## config.mk

```make
export PLATFORM = sky130hd
export DESIGN_NAME = rtc_irq_status
export DESIGN_NICKNAME = d
export VERILOG_FILES = /design/src/rtl/rtc_irq_pkg.sv /design/src/rtl/rtc_alarm_regs.sv /design/src/rtl/rtc_alarm_match.sv /design/src/rtl/rtc_irq_flags.sv /design/src/rtl/rtc_irq_status.sv
export SDC_FILE = /design/constraint.sdc
export NUM_CORES = 1
export LEC_CHECK = 0
export ABC_AREA = 1
export BUFFER_PORTS_ARGS = -buffer_cell sky130_fd_sc_hd__buf_2
export CORE_ASPECT_RATIO = 0.5
export CORE_MARGIN = 8
export CORE_UTILIZATION = 40
export CTS_BUF_LIST = sky130_fd_sc_hd__clkbuf_8
export DETAILED_ROUTE_END_ITERATION = 16
export GPL_TIMING_DRIVEN = 0
export PLACE_DENSITY = 0.73
export SYNTH_ARGS = -nofsm -noshare
export SYNTH_HDL_FRONTEND = slang
export SYNTH_HIERARCHICAL = 1
export SYNTH_SLANG_ARGS = --single-unit
export TNS_END_PERCENT = 20
```

## constraint.sdc

```tcl
create_clock -name clk -period 1.1 [get_ports clk]
set_input_delay 0.11 -clock clk [delete_from_list [all_inputs] [get_ports clk]]
set_output_delay 0.11 -clock clk [all_outputs]
set_load 0.01 [all_outputs]
```

## src/rtl/rtc_irq_pkg.sv

```systemverilog
package rtc_irq_pkg;

    typedef struct packed {
        logic irqf;
        logic pf;
        logic af;
        logic uf;
    } irq_flags_t;

    localparam int unsigned FLD_SEC = 0;
    localparam int unsigned FLD_MIN = 1;
    localparam int unsigned FLD_HR  = 2;
    localparam int unsigned NUM_FLD = 3;

endpackage

```

## src/rtl/rtc_alarm_regs.sv

```systemverilog
module rtc_alarm_regs
    import rtc_irq_pkg::*;
#(
    parameter int unsigned DATA_W   = 8,
    parameter int unsigned ADDR_W   = 6,
    parameter int unsigned SEC_ADDR = 1,
    parameter int unsigned MIN_ADDR = 3,
    parameter int unsigned HR_ADDR  = 5
) (
    input  logic                        clk,
    input  logic                        rst_n,
    input  logic                        wr_en,
    input  logic [ADDR_W-1:0]           wr_addr,
    input  logic [DATA_W-1:0]           wr_data,
    output logic [NUM_FLD*DATA_W-1:0]   alarm_flat
);

    logic [DATA_W-1:0] alm_d [NUM_FLD];
    logic [DATA_W-1:0] alm_q [NUM_FLD];

    for (genvar g = 0; g < NUM_FLD; g++) begin : g_fld
        localparam int unsigned FLD_ADDR = (g == FLD_SEC) ? SEC_ADDR :
                                           (g == FLD_MIN) ? MIN_ADDR : HR_ADDR;
        localparam logic [ADDR_W-1:0] FLD_A = ADDR_W'(FLD_ADDR);

        always_comb begin
            alm_d[g] = alm_q[g];
            if (wr_en && (wr_addr == FLD_A)) begin
                alm_d[g] = wr_data;
            end
        end

        always_ff @(posedge clk) begin
            if (!rst_n) begin
                alm_q[g] <= '0;
            end else begin
                alm_q[g] <= alm_d[g];
            end
        end

        assign alarm_flat[g*DATA_W +: DATA_W] = alm_q[g];
    end

endmodule

```

## src/rtl/rtc_alarm_match.sv

```systemverilog
module rtc_alarm_match
    import rtc_irq_pkg::*;
#(
    parameter int unsigned DATA_W = 8
) (
    input  logic [NUM_FLD*DATA_W-1:0] alarm_flat,
    input  logic [NUM_FLD*DATA_W-1:0] time_flat,
    input  logic                      upd,
    output logic                      hit
);

    localparam logic [DATA_W-1:0] WILDCARD = '1;

    logic [NUM_FLD-1:0] fld_ok;

    for (genvar g = 0; g < NUM_FLD; g++) begin : g_cmp
        logic [DATA_W-1:0] alm_b;
        logic [DATA_W-1:0] cur_b;
        assign alm_b     = alarm_flat[g*DATA_W +: DATA_W];
        assign cur_b     = time_flat[g*DATA_W +: DATA_W];
        assign fld_ok[g] = (alm_b == WILDCARD) || (alm_b == cur_b);
    end

    assign hit = upd && (&fld_ok);

endmodule

```

## src/rtl/rtc_irq_flags.sv

```systemverilog
module rtc_irq_flags
    import rtc_irq_pkg::*;
(
    input  logic       clk,
    input  logic       rst_n,
    input  logic       rd,
    input  logic       per_ev,
    input  logic       alm_ev,
    input  logic       upd_ev,
    input  logic       en_per,
    input  logic       en_alm,
    input  logic       en_upd,
    output irq_flags_t flags
);

    irq_flags_t fl_d;
    irq_flags_t fl_q;

    always_comb begin
        logic keep;
        keep    = !rd;
        fl_d.pf = per_ev || (fl_q.pf && keep);
        fl_d.af = alm_ev || (fl_q.af && keep);
        fl_d.uf = upd_ev || (fl_q.uf && keep);
        fl_d.irqf = (fl_q.irqf && keep)
                  || (fl_d.pf && en_per)
                  || (fl_d.af && en_alm)
                  || (fl_d.uf && en_upd);
    end

    always_ff @(posedge clk) begin
        if (!rst_n) begin
            fl_q <= '0;
        end else begin
            fl_q <= fl_d;
        end
    end

    assign flags = fl_q;

endmodule

```

## src/rtl/rtc_irq_status.sv

```systemverilog
module rtc_irq_status
    import rtc_irq_pkg::*;
#(
    parameter int unsigned DATA_W   = 8,
    parameter int unsigned ADDR_W   = 6,
    parameter int unsigned SEC_ADDR = 1,
    parameter int unsigned MIN_ADDR = 3,
    parameter int unsigned HR_ADDR  = 5
) (
    input  logic              clk,
    input  logic              rst_n,
    input  logic              reg_wr,
    input  logic [ADDR_W-1:0] reg_addr,
    input  logic [DATA_W-1:0] reg_wdata,
    input  logic              rd_status,
    input  logic [DATA_W-1:0] cur_sec,
    input  logic [DATA_W-1:0] cur_min,
    input  logic [DATA_W-1:0] cur_hour,
    input  logic              upd_done,
    input  logic              per_tick,
    input  logic              en_per,
    input  logic              en_alm,
    input  logic              en_upd,
    output logic [DATA_W-1:0] status,
    output logic              irq
);

    localparam int unsigned FLAT_W = NUM_FLD * DATA_W;
    localparam int unsigned PAD_W  = DATA_W - 4;

    logic [FLAT_W-1:0] alarm_flat;
    logic [FLAT_W-1:0] time_flat;
    logic              alarm_hit;
    irq_flags_t        flags;

    assign time_flat = {cur_hour, cur_min, cur_sec};

    rtc_alarm_regs #(
        .DATA_W   (DATA_W),
        .ADDR_W   (ADDR_W),
        .SEC_ADDR (SEC_ADDR),
        .MIN_ADDR (MIN_ADDR),
        .HR_ADDR  (HR_ADDR)
    ) regs_i (
        .clk        (clk),
        .rst_n      (rst_n),
        .wr_en      (reg_wr),
        .wr_addr    (reg_addr),
        .wr_data    (reg_wdata),
        .alarm_flat (alarm_flat)
    );

    rtc_alarm_match #(
        .DATA_W (DATA_W)
    ) match_i (
        .alarm_flat (alarm_flat),
        .time_flat  (time_flat),
        .upd        (upd_done),
        .hit        (alarm_hit)
    );

    rtc_irq_flags flags_i (
        .clk    (clk),
        .rst_n  (rst_n),
        .rd     (rd_status),
        .per_ev (per_tick),
        .alm_ev (alarm_hit),
        .upd_ev (upd_done),
        .en_per (en_per),
        .en_alm (en_alm),
        .en_upd (en_upd),
        .flags  (flags)
    );

    assign status = {flags.irqf, flags.pf, flags.af, flags.uf, {PAD_W{1'b0}}};
    assign irq    = flags.irqf;

endmodule

```

==> flow_summary_export.csv <==
group,metric,value,unit
run,cap_violations,0,
sta,setup_viol,2,
synth,yosysSeqAreaShare,31.9,%
global_route,gr-total-overflow,0,
worst_setup_path,path_class,"reg -> reg",
worst_setup_path,regToRegEndpoint,"flags_i/flags[3]",
pwr,power,2.19,mW
clock_network,path_clk_slew,90,ps
synth,ys_ff_latch,28,
cells_and_area,final_nets,398,
sta,slew_violations,0,
cells_and_area,layout_commonest_cell,"nand2_1",
worst_setup_path,r2r_cells,11,
sta,rsz0062_at_grt,"true",
synth,synth_cells,292,
clock_network,cts_tree,"yes",
cells_and_area,fillCellCount,445,
clock_network,cts_htree_levels,1,
clock_network,clkLatencyLatePin,270,ps
worst_setup_path,cp-start-kind,"register",
synth,synth_area,1760,um^2
synth,synth-warning-count,6,
worst_hold_path,hold_path_depth,3,
synth,avgSynthCellArea,6.02,um^2
clock_network,cts-root-buf,"clkbuf_8",
worst_setup_path,endpoint,"flags_i/flags[3]",
global_route,grt_pass1_wl,7160,um
drt,drt_wl_total,4140,um
die,die_h,62.9,um
drt,drt_iter0_drc,116,
cells_and_area,area_growth,26.4,%
cells_and_area,antenna_cells,0,
die,ioPinCount,56,
sta,holdWs,85.1,ps
sta,period_minus_slack,1330,ps
cells_and_area,final_cell_mix,"nand2_1 (93), nor2_1 (60), buf_2 (51), inv_1 (35), nand3_1 (26)",
worst_setup_path,cp.arrival,1550,ps
drt,drcViolationCount,0,
worst_setup_path,worst-r2r-setup-slack,-230,ps
clock_network,cts_sinks,28,
die,core_area,4320,um^2
worst_setup_path,startpoint,"regs_i/alm_q[0][5]",
die,core.rowCount,17,
pwr,leakagePower,1.09,nW
global_route,grt_start_max_net_pins,17,
drt,dr.pass1.iters,5,
clock_network,cts_buffers,3,
worst_setup_path,path_max_fanout,4,
sta,final_hold_viol_count,0,
synth,synth_cell_types,18,
place,dp_hpwl,3540,um
worst_setup_path,required,1320,ps
global_route,grt_pass1_vias,1699,
sta,finalWorstSetupSlack,-228,ps
global_route,antenna_found_initial,0,
run_status,violations,"setup timing",
pwr,p_per_area,983,nW/um^2
run_status,status,"complete, but fails checks",
drt,vias,1785,
drt,routedWlPerCell,10.2,um
place,gp_congestion,0.850,
sta,fin_worst_skew,5.20,ps
drt,routed_via_density,4.39,
drt,ant_nets,0,
clock_network,hold_buffers,0,
pwr,ir_drop,711,uV
die,initial_core_util,40.7,%
sta,fmax,753,MHz
worst_setup_path,r2r_start,"regs_i/alm_q[0][5]",
worst_hold_path,min-delay-path-class,"in -> reg",
place,portBuffers,51,
die,die_w,110,um
worst_setup_path,cp-end-kind,"register",
cells_and_area,drive_gt1_share,28.3,%
die,die-area,6900,um^2
global_route,grtUsageTotal,12.5,%
sta,period_share,121,%
clock_network,clockBufferDepth,2,
worst_hold_path,hold_path_startpoint,"per_tick",
[layout make-up]
cell class              instances  area, um^2  share of cell area [%]
multi-input cells             220        1040                    46.8
plain buffers                   8        56.3                    2.53
inverters                      39         146                    6.58
well taps                      57        71.3                    3.21
clock inverters                 1        30.0                    1.35
repair buffers                 51         255                    11.5
flip-flops and latches         28         583                    26.2
clock buffers                   3        41.3                    1.86
[timing repair]
action | CTS | global route
endpoints found under the hold margin | 0 | 0
setup endpoints to repair | 2 | 2
pin swaps | 0 | 4
buffers inserted | 0 | 0
resized for setup | 0 | 12
[kinds of logic (layout without fill, tap and decap cells)]
| family | count (synthesis) | in the layout | synth area share, % |
|---|---|---|---|
| AO/OA/AOI/OAI | 3 | 3 | 0.853 |
| XOR/XNOR | 14 | 14 | 6.97 |
| buffers and inverters | 47 | 102 | 11.5 |
| flip-flops | 28 | 28 | 31.9 |
| other | 1 | 4 | 0.213 |
| AND/OR/NAND/NOR | 199 | 199 | 48.6 |
[critical path: stages, from the launching register on]
cell and delay [ps]:
dfxtp_2 370, nand4_1 100, or2_1 240, nand2_2 80, nand2_2 60, nor2_2 100, inv_1 60, nand2_1 60
nand2_1 50, nand2_1 50, nor2_1 30, nor2_1 70
[where the power goes]
part           leakage, nW  internal (mW)  total (mW)  switching [mW]
combinational        0.815          0.160       0.353           0.193
sequential           0.236           1.03        1.04          0.0102
clock               0.0357          0.487       0.795           0.308
total                 1.09           1.67        2.19           0.512
[synth_stat cells (all sizes together)]
cell type | n | area, um^2
a21oi | 3 | 15.0
buf | 8 | 56.3
conb | 1 | 3.75
dfxtp | 28 | 561
inv | 39 | 146
nand2 | 97 | 367
nand3 | 26 | 130
nand4 | 5 | 31.3
nor2 | 69 | 314
or2 | 2 | 12.5
xnor2 | 14 | 123
[sequential cells by signal, indices dropped and copies added, names as in the netlist]
name           flops
flags_i/flags      4
regs_i/alm_q      24
[metrics by stage]
step	TNS, ps	std cells	setup WS [ps]	utilization, %	area (um^2)
floorplan	-30.4	295	-30.4	-	1790
global placement	-247	403	-171	49.0	2110
detailed placement	-329	403	-222	49.0	2110
CTS	-372	407	-244	50.6	2190
global route	-618	407	-378	51.5	2220
finish	-332	407	-228	51.5	2220
[worst min-delay path by stage]
stage	slack [ps]	endpoint
CTS	80	flags_i/flags[2]
floorplan	220	regs_i/alm_q[2][2]
finish	90	flags_i/flags[2]
detailed placement	380	flags_i/flags[2]
global placement	370	flags_i/flags[2]
global route	90	flags_i/flags[2]
[metal layers]
metal | track usage (%) | vias up | wire (um)
li1 | - | 981 | -
met1 | 16.2 | 758 | 1960
met2 | 20.3 | 44 | 1910
met3 | 2.67 | 2 | 237
met4 | 3.01 | 0 | 29
met5 | 0 | - | 0
(Power assumes the default switching activity.)
